File: config.mk
export PLATFORM = sky130hd
export DESIGN_NAME = evt_flag_out
export DESIGN_NICKNAME = d
export VERILOG_FILES = /design/src/rtl/evt_flag_pkg.sv /design/src/rtl/evt_detect.sv /design/src/rtl/evt_status.sv /design/src/rtl/evt_flag_drive.sv /design/src/rtl/evt_flag_out.sv
export SDC_FILE = /design/constraint.sdc
export NUM_CORES = 1
export LEC_CHECK = 0
export ABC_AREA = 1
export BUFFER_PORTS_ARGS = -buffer_cell sky130_fd_sc_hd__buf_2
export CAP_MARGIN = 10
export CORE_UTILIZATION = 38
export DETAILED_ROUTE_END_ITERATION = 12
export PLACE_DENSITY_LB_ADDON = 0.1
export SLEW_MARGIN = 15
export SYNTH_ARGS = -nofsm -noshare
export SYNTH_HDL_FRONTEND = slang
export SYNTH_SLANG_ARGS = --single-unit
File: constraint.sdc
create_clock -name clk -period 1.2 [get_ports clk]
set_input_delay 0 -clock clk [delete_from_list [all_inputs] [get_ports clk]]
set_output_delay 0 -clock clk [all_outputs]
set_load 0.01 [all_outputs]
File: src/rtl/evt_flag_pkg.sv
package evt_flag_pkg;
  localparam int NUM_EV   = 4;
  localparam int EV_CARRY = 0;
  localparam int EV_BORROW = 1;
  localparam int EV_CMP   = 2;
  localparam int EV_INDEX = 3;
  typedef logic [NUM_EV-1:0] ev_vec_t;
endpackage

File: src/rtl/evt_detect.sv
module evt_detect
  import evt_flag_pkg::*;
#(
  parameter int CNT_W = 16
) (
  input  logic             clk,
  input  logic             rst_n,
  input  logic [CNT_W-1:0] cnt_val,
  input  logic [CNT_W-1:0] cmp_val,
  input  logic             ovf_stb,
  input  logic             unf_stb,
  input  logic             idx_act,
  output ev_vec_t          ev_lvl,
  output ev_vec_t          ev_edge
);
  logic eq_now, eq_q, eq_d;
  logic idx_q, idx_d;
  logic cmp_rise, idx_rise;

  always_comb begin
    eq_now   = (cnt_val == cmp_val);
    eq_d     = eq_now;
    idx_d    = idx_act;
    cmp_rise = eq_now & ~eq_q;
    idx_rise = idx_act & ~idx_q;
    ev_lvl            = '0;
    ev_lvl[EV_CARRY]  = ovf_stb;
    ev_lvl[EV_BORROW] = unf_stb;
    ev_lvl[EV_CMP]    = cmp_rise;
    ev_lvl[EV_INDEX]  = idx_act;
    ev_edge           = ev_lvl;
    ev_edge[EV_INDEX] = idx_rise;
  end

  always_ff @(posedge clk or negedge rst_n) begin
    if (!rst_n) begin
      eq_q  <= 1'b0;
      idx_q <= 1'b0;
    end else begin
      eq_q  <= eq_d;
      idx_q <= idx_d;
    end
  end

  // a value resting on the compare register yields no repeat event
  assert_cmp_once_R4: assert property (@(posedge clk) disable iff (!rst_n)
    (eq_now && eq_q) |-> !ev_lvl[EV_CMP]);
  // index edge only on a low-to-high change
  assert_idx_edge_R5: assert property (@(posedge clk) disable iff (!rst_n)
    (ev_edge[EV_INDEX]) |=> ($past(idx_act) && !$past(idx_q)));
endmodule

File: src/rtl/evt_status.sv
module evt_status
  import evt_flag_pkg::*;
(
  input  logic    clk,
  input  logic    rst_n,
  input  ev_vec_t ev_lvl,
  input  logic    stat_clr,
  output ev_vec_t stat_q,
  output ev_vec_t stat_d
);
  for (genvar i = 0; i < NUM_EV; i++) begin : g_bit
    always_comb begin
      stat_d[i] = (stat_q[i] & ~stat_clr) | ev_lvl[i];
    end

    always_ff @(posedge clk or negedge rst_n) begin
      if (!rst_n) stat_q[i] <= 1'b0;
      else        stat_q[i] <= stat_d[i];
    end

    // a set bit survives every edge without a clear
    assert_sticky_R6: assert property (@(posedge clk) disable iff (!rst_n)
      (stat_q[i] && !stat_clr) |=> stat_q[i]);
    // event in the clear cycle still wins
    assert_clr_race_R6: assert property (@(posedge clk) disable iff (!rst_n)
      (ev_lvl[i] && stat_clr) |=> stat_q[i]);
  end
endmodule

File: src/rtl/evt_flag_drive.sv
module evt_flag_drive
  import evt_flag_pkg::*;
(
  input  logic    clk,
  input  logic    rst_n,
  input  ev_vec_t ev_edge,
  input  ev_vec_t stat_d,
  input  ev_vec_t evt_en,
  input  logic    pulse_mode,
  input  logic    flag_en,
  output logic    flag_n
);
  logic    flag_d;
  ev_vec_t src;

  always_comb begin
    src    = pulse_mode ? ev_edge : stat_d;
    flag_d = ~(flag_en & |(src & evt_en));
  end

  always_ff @(posedge clk or negedge rst_n) begin
    if (!rst_n) flag_n <= 1'b1;
    else        flag_n <= flag_d;
  end

  // disable forces the pin high
  assert_disable_high_R10: assert property (@(posedge clk) disable iff (!rst_n)
    !flag_en |=> flag_n);
  // no masked-in edge event in pulse mode leaves the pin high
  assert_pulse_idle_R8: assert property (@(posedge clk) disable iff (!rst_n)
    (pulse_mode && ((ev_edge & evt_en) == '0)) |=> flag_n);
endmodule

File: src/rtl/evt_flag_out.sv
module evt_flag_out
  import evt_flag_pkg::*;
#(
  parameter int CNT_W = 16
) (
  input  logic             clk,
  input  logic             rst_n,
  input  logic [CNT_W-1:0] cnt_val,
  input  logic [CNT_W-1:0] cmp_val,
  input  logic             ovf_stb,
  input  logic             unf_stb,
  input  logic             idx_act,
  input  logic [3:0]       evt_en,
  input  logic             pulse_mode,
  input  logic             flag_en,
  input  logic             stat_clr,
  output logic             flag_n,
  output logic [3:0]       evt_stat
);
  ev_vec_t ev_lvl, ev_edge, stat_q, stat_d;

  evt_detect #(.CNT_W(CNT_W)) u_detect (
    .clk(clk), .rst_n(rst_n), .cnt_val(cnt_val), .cmp_val(cmp_val),
    .ovf_stb(ovf_stb), .unf_stb(unf_stb), .idx_act(idx_act),
    .ev_lvl(ev_lvl), .ev_edge(ev_edge)
  );

  evt_status u_status (
    .clk(clk), .rst_n(rst_n), .ev_lvl(ev_lvl), .stat_clr(stat_clr),
    .stat_q(stat_q), .stat_d(stat_d)
  );

  evt_flag_drive u_drive (
    .clk(clk), .rst_n(rst_n), .ev_edge(ev_edge), .stat_d(stat_d),
    .evt_en(evt_en), .pulse_mode(pulse_mode), .flag_en(flag_en),
    .flag_n(flag_n)
  );

  assign evt_stat = stat_q;

  // overflow strobe is recorded
  assert_carry_set_R2: assert property (@(posedge clk) disable iff (!rst_n)
    ovf_stb |=> evt_stat[EV_CARRY]);
  // underflow strobe is recorded
  assert_borrow_set_R3: assert property (@(posedge clk) disable iff (!rst_n)
    unf_stb |=> evt_stat[EV_BORROW]);
  // latched mode holds the pin low while a masked-in bit is set
  assert_latched_low_R7: assert property (@(posedge clk) disable iff (!rst_n)
    (flag_en && !pulse_mode && !stat_clr && |(evt_stat & evt_en)) |=> !flag_n);
endmodule

# Word-level counts from Yosys, hierarchy flattened
# Cells that the tools add are included.
# classes
bitwise,16
eq_ne,1
muxes,1
n_reduce_logical,1
# op_table
operator,count
equality test 16 bit,1
AND 1 bit,7
AND 4 bit,1
2-to-1 mux 4 bit,1
NOT 1 bit,4
bitwise OR 1 bit,4
OR reduction 4 bit,1
# totals
reg_bits,7
in_bits,44
output_inout_bits,5

# Longest topological paths before layout
# Gate-level depths: netlist of run 1.
# depth
depth_word,8
depth_mapped,11
ltp_nobuf,11

# Hierarchy
# Synthesis of run 1 repeated with hierarchy kept, for this count alone.
# hier_totals
cells_unflattened,145
hier_area_um2,738.2
# by_module_without_submodules
module,n_inst,area_each_um2,cells_per_inst
evt_detect,1,461.7,103
evt_status,1,148.9,17
evt_flag_drive,1,127.6,25

# Least setup slack after synthesis of run 1
# No wires, ideal clock.
# synth_timing
path_type,reg-to-reg
from,reg u_status.stat_q[3]
to,reg u_drive.flag_n
slack_ps,274
synth_period_minus_slack_ps,926
path_buffers,0
setup_time_ps,60
arrival_time_ps,865
stages_incl_launch_ff,6
path_cell_list,dfrtp_1 a21oi_1 o22ai_1 a21oi_1 nand2_1 nand2_1
# synth_between
elab_chain_cells,7
# synth_lines
element,line,text
from (decl),evt_status.sv:8,"output ev_vec_t stat_q,"
"from (signal, indexed assignment)",evt_status.sv:18,else stat_q[i] <= stat_d[i];
AND 1 bit,evt_status.sv:13,stat_d[i] = (stat_q[i] & ~stat_clr) | ev_lvl[i];
bitwise OR 1 bit,evt_status.sv:13,
2-to-1 mux 4 bit,evt_flag_drive.sv:17,src = pulse_mode ? ev_edge : stat_d;
AND 4 bit,evt_flag_drive.sv:18,flag_d = ~(flag_en & |(src & evt_en));
OR reduction 4 bit,evt_flag_drive.sv:18,
AND 1 bit,evt_flag_drive.sv:18,
NOT 1 bit,evt_flag_drive.sv:18,
via u_drive.flag_d,evt_flag_drive.sv:13,logic flag_d;
to (signal assigned),evt_flag_drive.sv:23,else flag_n <= flag_d;
to (decl),evt_flag_drive.sv:11,output logic flag_n
# The timed path passes the listed nets, and every way through them passes these cells.

# Worst setup path in the final report of run 1
# layout_timing
from,in idx_act
to,reg u_drive.flag_n
# layout_between
elab_chain_cells,6
word_cells_on_any_way,7
# layout_lines
element,line,text
from (decl),evt_flag_out.sv:12,"input logic idx_act,"
bitwise OR 1 bit / AND 1 bit (equally long branches),"evt_status.sv:13, evt_detect.sv:25",
2-to-1 mux 4 bit *,evt_flag_drive.sv:17,
AND 4 bit *,evt_flag_drive.sv:18,
OR reduction 4 bit *,evt_flag_drive.sv:18,
AND 1 bit *,evt_flag_drive.sv:18,
NOT 1 bit *,evt_flag_drive.sv:18,
via u_drive.flag_d,evt_flag_drive.sv:13,
# Mark *: on every way through the listed nets, which the timed path passes. The rest lies on a longest branch.

==> results of run 1 <==
==> placed cells by master (no fill, tap or decap), drive strengths merged <==
cell type	Yosys	routed
a21oi	2	2
dlygate4sd3	0	7
o22ai	1	1
clkinv	0	1
inv	30	30
nand2	46	46
clkbuf	0	3
nor4	1	1
buf	0	48
dfrtp	6	6
dfstp	1	1
o211ai	2	2
nand3	2	2
nor2	24	24
xor2	1	1
==> registers in the layout (all words and copies together), names as in the netlist <==
register,flops
u_status.stat_q,4
u_detect.eq_q,1
u_drive.flag_n,1
u_detect.idx_q,1
==> cell type report <==
type | count | share of cell area
Inverter | 30 | 0.117
Sequential cell | 7 | 0.183
Timing Repair Buffer | 55 | 0.321
Multi-Input combinational cell | 79 | 0.330
Clock inverter | 1 | 0.00518
Tap cell | 16 | 0.0207
Clock buffer | 3 | 0.0233
==> what timing repair did <==
item,CTS,global route
gates resized for setup,0,0
hold buffers,7,0
setup buffers,0,0
hold endpoints to repair,12,0
==> power by group through the flow <==
stage               logic, mW  clock network, mW  registers [mW]
finish                  0.215              0.233           0.254
global route            0.248              0.256           0.254
CTS                     0.217              0.241           0.254
floorplan              0.0867                  0           0.263
global placement        0.191                  0           0.257
detailed placement      0.198                  0           0.258
==> cells by family after synthesis <==
family | count (synthesis) | synth area share
buf+inv | 30 | 0.185
compound gates | 5 | 0.0514
flops | 7 | 0.290
simple gates | 73 | 0.459
xor+xnor | 1 | 0.0144
==> worst reg2reg max path, cell delays in order, from the launching register on <==
cell	delay, ns
dfrtp_1	0.38
a21oi_1	0.20
o22ai_1	0.09
a21oi_1	0.13
nand2_1	0.07
nand2_1	0.05
==> final timing paths <==
path | start | endpoint | slack [ns] | depth (start not counted)
min in group asynchronous | rst_n | u_status.stat_q[1]$_DFF_PN0_ | 0.12 | 2
setup reg to reg | u_status.stat_q[3]$_DFF_PN0_ | u_drive.flag_n$_DFF_PN1_ | 0.23 | 5
max in group asynchronous | rst_n | u_drive.flag_n$_DFF_PN1_ | 0.85 | 2
setup / recovery | idx_act | u_drive.flag_n$_DFF_PN1_ | 0.23 | 7
hold / removal | stat_clr | u_status.stat_q[2]$_DFF_PN0_ | 0.05 | 4
hold reg to reg | u_status.stat_q[0]$_DFF_PN0_ | u_status.stat_q[0]$_DFF_PN0_ | 0.49 | 2
==> per-layer routing <==
metal  GRT usage  part of all wire
met1       0.192              0.43
met5           0                 0
met4      0.0774                 0
met2       0.375              0.53
met3      0.0259             0.046
==> summary.md, run 1 <==
| Metric | Value |
|---|---|
| # setup viols final | 0 |
| Min-delay worst type | input pin to flop |
| Worst Clk Skew | about 0.0033 ns |
| Crit path buffers/inverters | 2 |
| Non-Filler Instances | between 150 and 200 |
| WL final | ~1.5 mm |
| Post-place instance area | roughly 870 um^2 |
| Layout fillers | roughly 150 |
| CP Cell Sequence | dlygate4sd3_1, buf_2, a21oi_1, o22ai_1, a21oi_1, nand2_1, nand2_1 |
| TritonRoute pass-1 iters | 4 |
| Design Area, Final | approximately 970 um^2 |
| Initial antenna violation count | 0 |
| Final critical-path required period | ~0.97 ns |
| Top-count cell post-synth | nand2_1 |
| Final Cycle Share | 0.808 |
| Drt initial violations | 13 |
| Vias per std cell | between 4 and 5 |
| Final hold slack | approximately 0.047 ns |
| Switching part of the total | 0.309 |
| Fin worst setup slack | roughly 0.23 ns |
| Gr ovfl total | 0 |
| Syn Inst Count | 116 |
| Post-DP HPWL | approximately 1.1 mm |
| Global-route usage over all layers | 0.189 |
| Placer Congestion | roughly 0.76 |
| Wire per inst | between 7 and 8 um |
| Die X | 42 um |
| Internal power | approximately 480 uW |
| Yosys top cell by area | nand2_1 |
| Critical path's largest stage delay | roughly 0.53 ns |
| Least-Margin Pin Slew | around 0.21 ns |
| Nets | between 200 and 250 |
| Port Buffers | 48 |
| Clock Tree Buf Depth | 2 |
| Area of the mapped netlist | approximately 600 um^2 |
| Sequential share of the synthesized area | 0.290 |
| CTS Buf Count | 3 |
| Vias in the first global route | roughly 720 |
| Relative slew slack | 0.860 |
| Crit Path Category | input pin to flop |
| Syn nets | 160 |
| Die Area | 0.00176 mm^2 |
| Share of layout cells above drive strength 1 | 0.303 |
| CP Max Fanout | 3 |
| Synth Register Bits | 7 |
| DIE HEIGHT | around 42 um |
| Crit path max-delay family | buffers and inverters |
| Static leakage | about 0.67 nW |
| Post-synthesis async set-or-reset flop share | 1.00 |
| Post-DRT Antenna Nets | 0 |
| Post-synth top flop | dfrtp_1 |
| Cells after DPL | 180 |
| Average size of a mapped cell | between 5 and 6 um^2 |
| Max_cap viols | 0 |
| Starting Density | 0.404 |
| Storage cell area | between 150 and 200 um^2 |
| Netlist cell types | 11 |
| Synthesis warning total | 0 |
| CTS root buf | clkbuf_4 |
| I/O Pins | 49 |
| Critical Path RT | approximately 1.4 ns |
| First-pass GRT wire length | between 2 and 3 mm |
| Post-synth top cells | 46 x nand2_1, 30 x inv_1, 24 x nor2_1 |
| DRC viols | 0 |
| CTS tree | yes |
| Post-synth EDFFs | 0 |
| Worst EP arrival | between 1 and 1.5 ns |
| Slowest cell on the critical path | dlygate4sd3_1 |
| FMAX | 1.03 GHz |
| H-tree levels | 1 |
| Sw Pwr | about 220 uW |
| Clock transition at path regs | about 0.07 ns |
| Final max-slew violation count | 0 |
| Largest cells by area after synthesis | nand2_1 28%, dfrtp_1 25%, inv_1 19% |
| DP Worst Slack | 0.255 ns |
| P&R area growth vs syn | 58.8% |
| Worst-Skew Late Latency | between 0.2 and 0.3 ns |
| Pwr Density | about 730 mW/mm^2 |
| Status | finished, final reports clean |
| Peak supply drop | about 0.00037 V |
| CTS Sinks | 7 |
| Final Power | about 700 uW |
| Multi-input gate area | about 320 um^2 |
| Setup crit end kind | flop |
| RSZ-0062 raised after global routing | no |
| Core Util, Final | 0.641 |
| Startpoint Class | input pin |
| Endpoints failing hold | 0 |
| Vias | ~800 |
| Placeable Area | roughly 0.0015 mm^2 |
| Rows | 14 |
| Reg power frac | 0.362 |
| Diodes inserted | 0 |
| Synth top area share | 0.284 |
| Setup TNS Final | 0 ns |
| Pin count of the biggest net entering global routing | 8 |
| Clock network fraction of total power | 0.331 |
| Comb pwr share | 0.307 |
(Power assumes the default switching activity.)
==> inputs of run 2 (changes only) <==
==> constraint.sdc (replaced) <==
create_clock -name clk -period 1 [get_ports clk]
set_input_delay 0 -clock clk [delete_from_list [all_inputs] [get_ports clk]]
set_output_delay 0 -clock clk [all_outputs]
set_load 0.01 [all_outputs]
==> summary.md, run 2 (synthesized netlist as in run 1, its figures left out) <==
| Metric | Value |
|---|---|
| Most flops, register | u_status.stat_q |
| Initial antenna violation count | 0 |
| Peak supply drop | 0.000443 V |
| Die Area | roughly 0.0018 mm^2 |
| Global-route usage over all layers | 0.189 |
| Worst-Skew Late Latency | between 0.2 and 0.3 ns |
| First-pass GRT wire length | 2.57 mm |
| Internal power | 586 uW |
| Commonest non-fill, non-tap cell in the layout | buf_2 |
| CTS root buf | clkbuf_4 |
| Clock Tree Buf Depth | 2 |
| TritonRoute pass-1 iters | 4 |
| Pwr Density | slightly below 900 mW/mm^2 |
| Starting Density | 0.404 |
| CP Max Fanout | 2 |
| Switching part of the total | 0.315 |
| Status | finished, final reports clean |
| Final hold slack | 0.0597 ns |
| Slowest cell on the critical path | dlygate4sd3_1 |
| Vias per std cell | 4.21 |
| P&R area growth vs syn | 60.7% |
| Placer Congestion | about 0.76 |
| Worst Clk Skew | between 0.003 and 0.004 ns |
| Rows | 14 |
| Endpoints failing hold | 0 |
| Vias in the first global route | ~720 |
| Startpoint Class | input pin |
| Diodes inserted | 0 |
| Critical path's largest stage delay | ~0.54 ns |
| Crit path max-delay family | buffers and inverters |
| WL final | approximately 1.6 mm |
| Max reg flops | 4 |
| Core Util, Final | 0.649 |
| Final Cycle Share | 0.967 |
| Critical Path RT | around 1.2 ns |
| Comb pwr share | 0.311 |
| CTS Buf Count | 3 |
| Crit Path Category | input pin to flop |
| Final Power | ~850 uW |
| Worst EP arrival | roughly 1.2 ns |
| Final critical-path required period | roughly 0.97 ns |
| Relative slew slack | 0.860 |
| Setup crit end kind | flop |
| H-tree levels | 1 |
| Setup TNS Final | 0 ns |
| Nets | between 200 and 250 |
| CP most frequent cell | nand2_1 |
| Reg power frac | 0.358 |
| Port Buffers | 48 |
| Clock transition at path regs | 0.06 ns |
| FMAX | 1.03 GHz |
| Drt initial violations | 13 |
| I/O Pins | slightly below 50 |
| Static leakage | ~0.67 nW |
| Vias | between 800 and 900 |
| Wire per inst | 8.11 um |
| DP Worst Slack | around 0.055 ns |
| CTS Sinks | 7 |
| Placeable Area | about 0.0015 mm^2 |
| R2R Setup Slk | roughly 0.04 ns |
| Crit path buffers/inverters | 3 |
| Least-Margin Pin Slew | 0.208 ns |
| Clock network fraction of total power | 0.332 |
| CP Cell Sequence | dlygate4sd3_1, buf_2, inv_1, nand2_1, o211ai_1, nand2_1, a21oi_1, nand2_1, nand2_1 |
| # setup viols final | 0 |
| DIE HEIGHT | 42 um |
| Max_cap viols | 0 |
| Die X | between 40 and 50 um |
| Fin worst setup slack | between 0.03 and 0.04 ns |
| CTS tree | yes |
| Post-DP HPWL | 1.14 mm |
| DRC viols | 0 |
| Final max-slew violation count | 0 |
| Min-delay worst type | input pin to flop |
| Share of layout cells above drive strength 1 | 0.313 |
| Commonest cells after routing, fill and taps aside | 48 x buf_2, 46 x nand2_1, 30 x inv_1 |
| Post-DRT Antenna Nets | 0 |
| Sw Pwr | ~270 uW |
| Pin count of the biggest net entering global routing | 8 |
| Gr ovfl total | 0 |
-- run 2: area by class of cell --
cell class / count / area, um^2
inverter: 30 / 113
fill: 153 / 529
clock inverter: 1 / 5.00
sequential: 7 / 176
tap: 16 / 20.0
multi-input combinational: 79 / 323
timing repair buffer: 56 / 318
clock buffer: 3 / 22.5
-- run 2: layer usage --
metal	global-route usage	routed length, um
met5	0	0
met4	0.0774	19
met3	0.0259	85
met2	0.375	808
met1	0.192	643
-- run 2: what timing repair did --
item,CTS,global route
resized for setup,0,1
endpoints found under the hold margin,12,0
setup endpoints to repair,0,1
buffers inserted,0,1
hold buffers,7,0
-- run 2: power by group through the flow --
stage | registers, mW | logic [mW] | clock network [mW]
after global routing | 0.306 | 0.304 | 0.307
after global placement | 0.309 | 0.229 | 0
final | 0.306 | 0.266 | 0.283
after floorplan | 0.316 | 0.104 | 0
after CTS | 0.305 | 0.260 | 0.289
after detailed placement | 0.310 | 0.238 | 0
-- run 2: path summary, 6_finish.rpt --
| check | from | endpoint | cells past startpoint |
|---|---|---|---|
| min | stat_clr | u_status.stat_q[2]$_DFF_PN0_ | 4 |
| min in group asynchronous | rst_n | u_status.stat_q[1]$_DFF_PN0_ | 2 |
| min reg2reg | u_status.stat_q[0]$_DFF_PN0_ | u_status.stat_q[0]$_DFF_PN0_ | 2 |
| max | unf_stb | u_drive.flag_n$_DFF_PN1_ | 9 |
| max in group asynchronous | rst_n | u_drive.flag_n$_DFF_PN1_ | 2 |
| max reg2reg | u_status.stat_q[3]$_DFF_PN0_ | u_drive.flag_n$_DFF_PN1_ | 5 |
-- run 2: worst reg2reg max path: stages, from the launching register on --
cell and delay, ns:
dfrtp_1 0.40, a21oi_2 0.18, o22ai_1 0.09, a21oi_1 0.13
nand2_1 0.07, nand2_1 0.05
-- run 2: metrics by stage --
stage / cell area, um^2 / cells
after floorplan: 608 / 116
after global placement: 868 / 180
after detailed placement: 868 / 180
after CTS: 966 / 191
after global routing: 977 / 192
final: 977 / 192
==> inputs of run 3 (changes only) <==
--- a/config.mk
+++ b/config.mk
@@ -8,9 +8,11 @@
 export ABC_AREA = 1
 export BUFFER_PORTS_ARGS = -buffer_cell sky130_fd_sc_hd__buf_2
 export CAP_MARGIN = 10
+export CORE_MARGIN = 3
 export CORE_UTILIZATION = 38
+export CTS_BUF_LIST = sky130_fd_sc_hd__clkbuf_16
 export DETAILED_ROUTE_END_ITERATION = 12
-export PLACE_DENSITY_LB_ADDON = 0.1
+export PLACE_DENSITY = 0.75
 export SLEW_MARGIN = 15
 export SYNTH_ARGS = -nofsm -noshare
 export SYNTH_HDL_FRONTEND = slang
==> summary.md, run 3 (synthesized netlist as in run 1, its figures left out) <==
| Metric | Value |
|---|---|
| Non-Filler Instances | 190 |
| R2R Setup Slk | between 0.05 and 0.06 ns |
| Rows | 13 |
| Pin count of the biggest net entering global routing | 8 |
| CTS root buf | clkbuf_16 |
| CTS tree | yes |
| Gr ovfl total | 0 |
| FMAX | between 1 and 1.5 GHz |
| Pwr Density | between 1000 and 1500 mW/mm^2 |
| Wire per inst | 9.15 um |
| Clock network fraction of total power | 0.540 |
| DRC viols | 0 |
| Comb pwr share | 0.215 |
| Reg2Reg Depth | 7 |
| Startpoint Class | flop |
| Port Buffers | between 40 and 50 |
| DIE HEIGHT | approximately 46 um |
| CTS Sinks | 7 |
| Hold Crit Start | evt_en[3] |
| Setup crit end kind | flop |
| Layout fillers | around 130 |
| RSZ-0062 raised after global routing | yes |
| Clock transition at path regs | ~0.04 ns |
| Worst Clk Skew | about 0.00060 ns |
| Crit Path Category | flop to flop |
| H-tree levels | 1 |
| Vias per std cell | approximately 4.4 |
| Placeable Area | around 0.0014 mm^2 |
| Final critical-path required period | around 0.95 ns |
| TritonRoute pass-1 iters | 4 |
| Post-DRT Antenna Nets | 0 |
| # setup viols final | 0 |
| Reg power frac | 0.245 |
| I/O Pins | slightly below 50 |
| Final max-slew violation count | 0 |
| Vias in the first global route | approximately 800 |
| Storage cell area | about 180 um^2 |
| Max reg flops | 4 |
| Nets | 220 |
| Global-route usage over all layers | 0.184 |
| Clock Tree Buf Depth | 2 |
| Share of layout cells above drive strength 1 | 0.320 |
| Drt initial violations | 6 |
| Endpoints failing hold | 0 |
| Multi-input gate area | around 330 um^2 |
| Die X | 46 um |
| Final Cycle Share | 0.949 |
| CP Max Fanout | 2 |
| Placer Congestion | approximately 0.74 |
| Sw Pwr | 292 uW |
| Min-delay worst type | input pin to flop |
| Worst EP arrival | around 1.1 ns |
| Peak supply drop | 0.000638 V |
| P&R area growth vs syn | 67.9% |
| Hold path depth | 4 |
| Status | finished, final reports clean |
| Relative slew slack | 0.843 |
| Initial antenna violation count | 0 |
| Max_cap viols | 0 |
| Switching part of the total | 0.233 |
| CTS Buf Count | 3 |
| Vias | roughly 830 |
| Die Area | between 0.002 and 0.0025 mm^2 |
| Hold path endpoint | u_drive.flag_n$_DFF_PN1_ |
| Commonest cells after routing, fill and taps aside | 48 x buf_2, 46 x nand2_1, 31 x inv_1 |
| Worst reg2reg startpoint | u_status.stat_q[1]$_DFF_PN0_ |
| Commonest non-fill, non-tap cell in the layout | buf_2 |
| Starting Density | 0.435 |
| Internal power | 960 uW |
| Cells after DPL | 179 |
| Diodes inserted | 0 |
| R2R Path End | u_drive.flag_n$_DFF_PN1_ |
| Worst-Skew Late Latency | ~0.23 ns |
| Least-Margin Pin Slew | 0.233 ns |
| WL final | 1.74 mm |
| First-pass GRT wire length | ~2.8 mm |
| Static leakage | between 0.7 and 0.8 nW |
| Most flops, register | u_status.stat_q |
| Setup TNS Final | 0 ns |
| Critical Path RT | about 1.2 ns |
| Post-DP HPWL | between 1 and 1.5 mm |
==> run 3: worst max-delay path, cell delays in order, from the launching register on <==
cell,delay (ns)
dfrtp_1,0.38
nand2_1,0.07
nand2_1,0.07
o211ai_1,0.08
nand2_1,0.09
a21oi_2,0.10
nand2_1,0.06
nand2_1,0.06
==> run 3: worst max-delay path by stage <==
| stage | start | to | slack [ns] |
|---|---|---|---|
| CTS | u_status.stat_q[3]$_DFF_PN0_ | u_drive.flag_n$_DFF_PN1_ | 0.03 |
| finish | u_status.stat_q[1]$_DFF_PN0_ | u_drive.flag_n$_DFF_PN1_ | 0.05 |
| floorplan | u_status.stat_q[3]$_DFF_PN0_ | u_drive.flag_n$_DFF_PN1_ | 0.07 |
| detailed placement | u_status.stat_q[3]$_DFF_PN0_ | u_drive.flag_n$_DFF_PN1_ | 0.05 |
| global route | u_status.stat_q[3]$_DFF_PN0_ | u_drive.flag_n$_DFF_PN1_ | -0.02 |
| global placement | u_status.stat_q[3]$_DFF_PN0_ | u_drive.flag_n$_DFF_PN1_ | 0.09 |
==> run 3: per-stage QoR <==
stage | utilization | setup slack (ns) | total power, mW | area, um^2 | hold slack (ns)
6_report | 0.730 | 0.0510 | 1.25 | 1020 | 0.00598
2_1_floorplan | - | 0.0745 | 0.420 | 608 | -0.296
3_5_place_dp | 0.620 | 0.0508 | 0.550 | 867 | -0.155
5_1_grt | 0.730 | -0.0213 | 1.31 | 1020 | 0.0357
3_3_place_gp | 0.620 | 0.0910 | 0.539 | 867 | -0.164
4_1_cts | 0.705 | 0.0278 | 1.24 | 986 | -0.0934
==> run 3: power groups by stage <==
| stage | sequential, mW | combinational (mW) | clock [mW] |
|---|---|---|---|
| 5_1_grt | 0.308 | 0.310 | 0.697 |
| 2_1_floorplan | 0.316 | 0.104 | 0 |
| 3_5_place_dp | 0.309 | 0.240 | 0 |
| 3_3_place_gp | 0.309 | 0.230 | 0 |
| 4_1_cts | 0.306 | 0.254 | 0.679 |
| 6_report | 0.307 | 0.269 | 0.676 |
==> run 3: cell type report <==
class / count / area share
multi-input cells: 79 / 0.320
inverters: 30 / 0.110
repair buffers: 55 / 0.301
well taps: 15 / 0.0184
clock inverters: 1 / 0.00368
clock buffers: 3 / 0.0735
flip-flops and latches: 7 / 0.173
==> run 3: metal layers <==
metal | up-vias | routed length [um] | global-route usage
li1 | 451 | - | -
met2 | 31 | 961 | 0.346
met3 | 2 | 121 | 0.0277
met5 | - | 0 | 0
met1 | 350 | 639 | 0.193
met4 | 0 | 16 | 0.0852
==> run 3: repair_timing <==
item,in CTS,in global routing
resized for setup,0,3
buffers inserted,0,2
hold endpoints to repair,11,1
hold buffers,4,1
setup endpoints to repair,0,1
